## src/rtl/agc_sup_pkg.sv

```systemverilog
package agc_sup_pkg;

    // Relative pump strengths in unit currents
    localparam int unsigned UP_UNITS   = 1;
    localparam int unsigned DN_UNITS   = 10;
    localparam int unsigned BOOST_GAIN = 45;

    localparam int unsigned SCALE_W = $clog2(BOOST_GAIN + 1);
    localparam int unsigned MAG_W   = $clog2(DN_UNITS * BOOST_GAIN + 1);

    typedef enum logic [1:0] {
        DIR_HOLD = 2'b00,
        DIR_UP   = 2'b01,
        DIR_DN   = 2'b10
    } pump_dir_e;

    typedef struct packed {
        logic      float_hold;
        pump_dir_e dir;
    } pump_state_t;

    function automatic logic [SCALE_W-1:0] scale_of(input logic boost_on);
        return boost_on ? SCALE_W'(BOOST_GAIN) : SCALE_W'(1);
    endfunction

    function automatic logic [MAG_W-1:0] mag_of(input pump_dir_e d,
                                                 input logic [SCALE_W-1:0] s);
        logic [MAG_W-1:0] w;
        case (d)
            DIR_UP:  w = MAG_W'(UP_UNITS);
            DIR_DN:  w = MAG_W'(DN_UNITS);
            default: w = '0;
        endcase
        return MAG_W'(w * MAG_W'(s));
    endfunction

endpackage

```

## src/rtl/agc_shut_edge.sv

```systemverilog
module agc_shut_edge (
    input  logic clk,
    input  logic rst,
    input  logic shutdown,
    output logic shut_q,
    output logic release_p
);
    // Reset leaves the block as if shut down
    always_ff @(posedge clk) begin
        if (rst) shut_q <= 1'b1;
        else     shut_q <= shutdown;
    end

    assign release_p = shut_q & ~shutdown;

    // sampled shutdown is remembered at the next edge
    a_r2_shut_tracked: assert property (@(posedge clk) disable iff (rst)
        shutdown |=> shut_q);

endmodule

```

## src/rtl/agc_boost_timer.sv

```systemverilog
module agc_boost_timer #(
    parameter int unsigned BOOST_LEN = 65536,
    parameter int unsigned CNT_W     = $clog2(BOOST_LEN)
) (
    input  logic clk,
    input  logic rst,
    input  logic start,
    input  logic stop,
    output logic boost_q
);
    localparam logic [CNT_W-1:0] LOAD = CNT_W'(BOOST_LEN - 1);

    logic [CNT_W-1:0] cnt;

    always_ff @(posedge clk) begin
        if (rst) begin
            boost_q <= 1'b0;
            cnt     <= '0;
        end else if (stop) begin
            boost_q <= 1'b0;
            cnt     <= '0;
        end else if (start) begin
            boost_q <= 1'b1;
            cnt     <= LOAD;
        end else if (boost_q) begin
            if (cnt == '0) boost_q <= 1'b0;
            else           cnt     <= cnt - 1'b1;
        end
    end

    // a release opens the window
    a_r4_start_opens: assert property (@(posedge clk) disable iff (rst)
        (start && !stop) |=> boost_q);

    // window stays open while count remains
    a_r4_window_holds: assert property (@(posedge clk) disable iff (rst)
        (boost_q && !stop && !start && cnt != '0) |=> boost_q);

    // shutdown closes the window
    a_r5_stop_closes: assert property (@(posedge clk) disable iff (rst)
        stop |=> !boost_q);

    // no window without a release
    a_r6_no_spurious: assert property (@(posedge clk) disable iff (rst)
        (!boost_q && !start) |=> !boost_q);

endmodule

```

## src/rtl/agc_pump_ctrl.sv

```systemverilog
module agc_pump_ctrl
    import agc_sup_pkg::*;
(
    input  logic        clk,
    input  logic        rst,
    input  logic        shutdown,
    input  logic        level_hi,
    output pump_state_t st
);
    always_ff @(posedge clk) begin
        if (rst) begin
            st.float_hold <= 1'b1;
            st.dir        <= DIR_HOLD;
        end else begin
            st.float_hold <= shutdown;
            if (shutdown)      st.dir <= DIR_HOLD;
            else if (level_hi) st.dir <= DIR_DN;
            else               st.dir <= DIR_UP;
        end
    end

    // above target selects the attack direction
    a_r3_attack_dir: assert property (@(posedge clk) disable iff (rst)
        (!shutdown && level_hi) |=> st.dir == DIR_DN);

    // below target selects the decay direction
    a_r3_decay_dir: assert property (@(posedge clk) disable iff (rst)
        (!shutdown && !level_hi) |=> st.dir == DIR_UP);

endmodule

```

## src/rtl/agc_boost_supervisor.sv

```systemverilog
module agc_boost_supervisor
    import agc_sup_pkg::*;
#(
    parameter int unsigned BOOST_LEN = 65536,
    parameter int unsigned CNT_W     = $clog2(BOOST_LEN)
) (
    input  logic               clk,
    input  logic               rst,
    input  logic               shutdown,
    input  logic               level_hi,
    output logic               pump_up,
    output logic               pump_dn,
    output logic               boost,
    output logic               float_hold,
    output logic [SCALE_W-1:0] i_scale,
    output logic [MAG_W-1:0]   pump_mag
);
    logic        shut_q;
    logic        release_p;
    pump_state_t st;

    agc_shut_edge u_edge (
        .clk       (clk),
        .rst       (rst),
        .shutdown  (shutdown),
        .shut_q    (shut_q),
        .release_p (release_p)
    );

    agc_boost_timer #(
        .BOOST_LEN (BOOST_LEN),
        .CNT_W     (CNT_W)
    ) u_timer (
        .clk     (clk),
        .rst     (rst),
        .start   (release_p),
        .stop    (shutdown),
        .boost_q (boost)
    );

    agc_pump_ctrl u_pump (
        .clk      (clk),
        .rst      (rst),
        .shutdown (shutdown),
        .level_hi (level_hi),
        .st       (st)
    );

    assign float_hold = st.float_hold;
    assign pump_up    = (st.dir == DIR_UP);
    assign pump_dn    = (st.dir == DIR_DN);
    assign i_scale    = scale_of(boost);
    assign pump_mag   = mag_of(st.dir, i_scale);

    // a floating capacitor sees no pump current
    a_r2_float_no_pump: assert property (@(posedge clk) disable iff (rst)
        float_hold |-> (!pump_up && !pump_dn && pump_mag == '0));

    // leaving the floating state raises the boost (edge tracker vs pump state)
    a_r4_release_boosts: assert property (@(posedge clk) disable iff (rst)
        (float_hold && !shutdown) |=> boost);

    // boost never coexists with the floating state
    a_r5_no_boost_floating: assert property (@(posedge clk) disable iff (rst)
        float_hold |-> !boost);

    // at most one direction, and idle means zero magnitude
    a_r8_one_direction: assert property (@(posedge clk) disable iff (rst)
        $onehot0({pump_up, pump_dn}) && ((pump_up || pump_dn) || pump_mag == '0));

endmodule

```

## config.mk

```make
export PLATFORM = sky130hd
export DESIGN_NAME = agc_boost_supervisor
export DESIGN_NICKNAME = d
export VERILOG_FILES = /design/src/rtl/agc_sup_pkg.sv /design/src/rtl/agc_shut_edge.sv /design/src/rtl/agc_boost_timer.sv /design/src/rtl/agc_pump_ctrl.sv /design/src/rtl/agc_boost_supervisor.sv
export SDC_FILE = /design/constraint.sdc
export NUM_CORES = 1
export LEC_CHECK = 0
export ABC_AREA = 1
export CAP_MARGIN = 20
export CORE_MARGIN = 2
export CORE_UTILIZATION = 45
export DETAILED_ROUTE_END_ITERATION = 10
export PLACE_DENSITY = 0.77
export SETUP_SLACK_MARGIN = 0.2
export SYNTH_ARGS = -nofsm -noshare
export SYNTH_HDL_FRONTEND = slang
export SYNTH_SLANG_ARGS = --single-unit
```

## constraint.sdc

```tcl
create_clock -name clk -period 5 [get_ports clk]
set_clock_uncertainty 0.05 [all_clocks]
set_input_delay 1 -clock clk [delete_from_list [all_inputs] [get_ports clk]]
set_output_delay 1 -clock clk [all_outputs]
set_load 0.1 [all_outputs]
```

==> results.cfg <==
[floorplanning]
die_width_um = 60.67
initial_utilization = 0.4734
die_area_mm2 = 0.003681
rows = 20
die-height_um = 60.67
core_ar_mm2 = 0.003053
top_level_ports = 23

[power_and_ir_drop]
share_comb_of_total_power = 0.395
net_switching_fraction_of_the_power = 0.4101
internal_power_mw = 0.2668
power.share.clock = 0.207
power.switching_mw = 0.1855
total_power_mw = 0.4523
share_seq_of_total_power = 0.397
max-vdd-ir-drop_v = 0.0001659
power_leakage_nw = 0.7853
power.density_cell_area_mw_per_mm2 = 277.2

[detailed_routing]
post_drt_wl_per_cell_um = 9.906
drt_iter0_drc = 58
detail_route.first_pass.iterations = 4
total_vias_in_the_final_route = 1298
avgViaCountPerCell = 4.669
drc = 0
route.antenna.remaining_nets = 0
detail_route.wirelength_um = 2754

[yosys]
postSynthRegisterBits = 20
netlist_area_mm2 = 0.001445
synth-warning-count = 0
synth.avg_cell_area_um2 = 6.480
ys_types = 25
netlist_instances = 223
seq_area_frac_synth = 0.2771

[clock_network]
cts_num_sinks = 20
cts_root_buffer = clkbuf_4
cts.hold.buffers_added = 0
tritoncts = done
cts_max_level = 1
cts-resized-gates = 0
cts.reportedPaths.clkPinSlew_ns = 0.11
post_cts_setup_buffers = 0
clk_latency_ns = 0.29
tritoncts.num_buffers = 3
clk_path_buf_depth = 2

[cells_and_area]
final_net_count = 244
postLayoutCoreUtil = 0.5344
drive_gt1_frac = 0.1154
final_common_cell = nand2_1
finalNonFillerCells = 278
most-common-layout-cells = 48 x nand2_1, 37 x nand3_1, 27 x inv_1, 27 x nor2_1, 20 x dfxtp_1
filler_cell_count = 331
area_growth_pct = 12.90
n_antenna_cell = 0

[setup_path]
timing.critical_path.arrival_ns = 2.42
startpoint_class_of_the_critical_path = register
end_kind = output pin
timing.critical_path.required_ns = 3.95
critical_path_peak_fanout = 13
setup.worst_path.class = reg2out
ff2ff_path_depth = 6
critPathLaunch = u_timer.boost_q
timing.rr.end = u_timer.cnt[0]
ff2ff_setup_slack_ns = 3.29
regToRegStartpoint = u_pump.st[2]

[worst_hold_path]
hold-path-cell-count = 2
min-delay-start = u_timer.cnt[0]
holdPathEnd = u_timer.cnt[0]
min-delay-path-class = reg2reg

[global_routing]
antenna_found_initial = 0
grt_use_total = 0.1671
grt_first_pass_wirelength_um = 4740
first_global_vias = 1111
grt_max_degree = 31
grt_remaining_overflow = 0

[run]
drv_cap = 0

[sta]
final_slew_violations = 0
final.period_utilization = 0.6942
final-hold-violation-count = 0
final.setup.tns_ns = 0
finalSetupViolCount = 0
final_period_minus_worst_setup_slack_ns = 3.471
rsz_0062_raised_after_global_routing = no
tightestPinTransition_ns = 0.9805
maxSlewHeadroom = 0.3443
final.hold.worst_slack_ns = 0.4215
achievable-frequency_mhz = 288.1

[status]
run_status = finished, final reports clean

[placed_design]
post-place-cells = 274
globalplace.congestion = 0.8271
buffer_ports.inserted = 18
dpl.hpwl_um = 2021
==> flip-flops by register name, summed over array words and instances, names as in the netlist <==
| name | cells |
|---|---|
| u_timer.boost_q | 1 |
| u_pump.st | 3 |
| u_timer.cnt | 16 |
==> worst max-delay path by stage <==
stage                        to  cells past startpoint
global route        pump_mag[7]                      6
CTS                 pump_mag[7]                      6
global placement    pump_mag[2]                      3
detailed placement  pump_mag[7]                      6
floorplan           pump_mag[7]                      7
finish              pump_mag[7]                      6
==> critical path, cell delays in order, from the launching register on <==
cell and delay (ns):
dfxtp_1 0.66, inv_1 0.09, nor2_1 0.44, ha_1 0.31
o21ai_0 0.16, xnor2_2 0.17, buf_4 0.30
==> per-layer routing <==
layer	global-route usage	vias up	share of wire
met2	0.2704	17	0.49
li1	-	715	-
met3	0.01919	2	0.028
met1	0.2323	564	0.47
met5	0	-	0
met4	0.05590	0	0.0051
==> metrics by stage <==
stage	instance area (um2)	setup WS, ns
floorplan	1481	0.2935
global placement	1595	1.881
detailed placement	1595	1.833
CTS	1632	1.476
global route	1632	1.309
finish	1632	1.529
==> power groups by stage <==
| stage | Sequential [mW] | Clock, mW | Combinational, mW |
|---|---|---|---|
| 3_3_place_gp | 0.183 | 0 | 0.177 |
| 4_1_cts | 0.180 | 0.0994 | 0.179 |
| 5_1_grt | 0.181 | 0.103 | 0.201 |
| 2_1_floorplan | 0.186 | 0 | 0.157 |
| 3_5_place_dp | 0.183 | 0 | 0.179 |
| 6_report | 0.180 | 0.0938 | 0.179 |
==> synthesized netlist by cell type <==
master	instances	area, um2
nand2_2	1	6.260
nor2_1	28	105.1
nand3_1	37	185.2
ha_1	5	62.56
buf_4	7	52.55
a21oi_1	15	75.07
a31o_2	1	8.760
conb_1	2	7.510
nand2_8	1	20.02
nand2_1	48	180.2
inv_1	27	101.4
nand4_1	2	12.51
nor2_4	3	33.78
nand2_4	3	33.78
dfxtp_1	20	400.4
nor2_2	2	12.51
xor2_1	1	8.760
clkbuf_1	1	3.750
xnor2_1	2	17.52
o21ai_0	5	25.02
or2_2	5	31.28
buf_2	3	15.01
clkinv_1	1	3.750
buf_12	1	20.02
buf_6	2	22.52
==> cell families after synthesis <==
family,count (synthesis),synth area share
AOI/OAI and AO/OA,21,0.07532
xor gates and xnor gates,3,0.01819
adders and majority gates,5,0.04329
buffers and inverters,42,0.1515
DFF,20,0.2771
other,2,0.005197
and+or+nand+nor,130,0.4294
==> layout make-up <==
cell class	instances	area (um2)	area share
timing repair buffer	18	172.7	0.1058
clock buffer	4	36.28	0.02224
inverter	28	105.1	0.06442
sequential	20	400.4	0.2454
multi-input combinational	164	862.1	0.5284
tap	44	55.05	0.03374
Power figures use the tool's default switching activity.
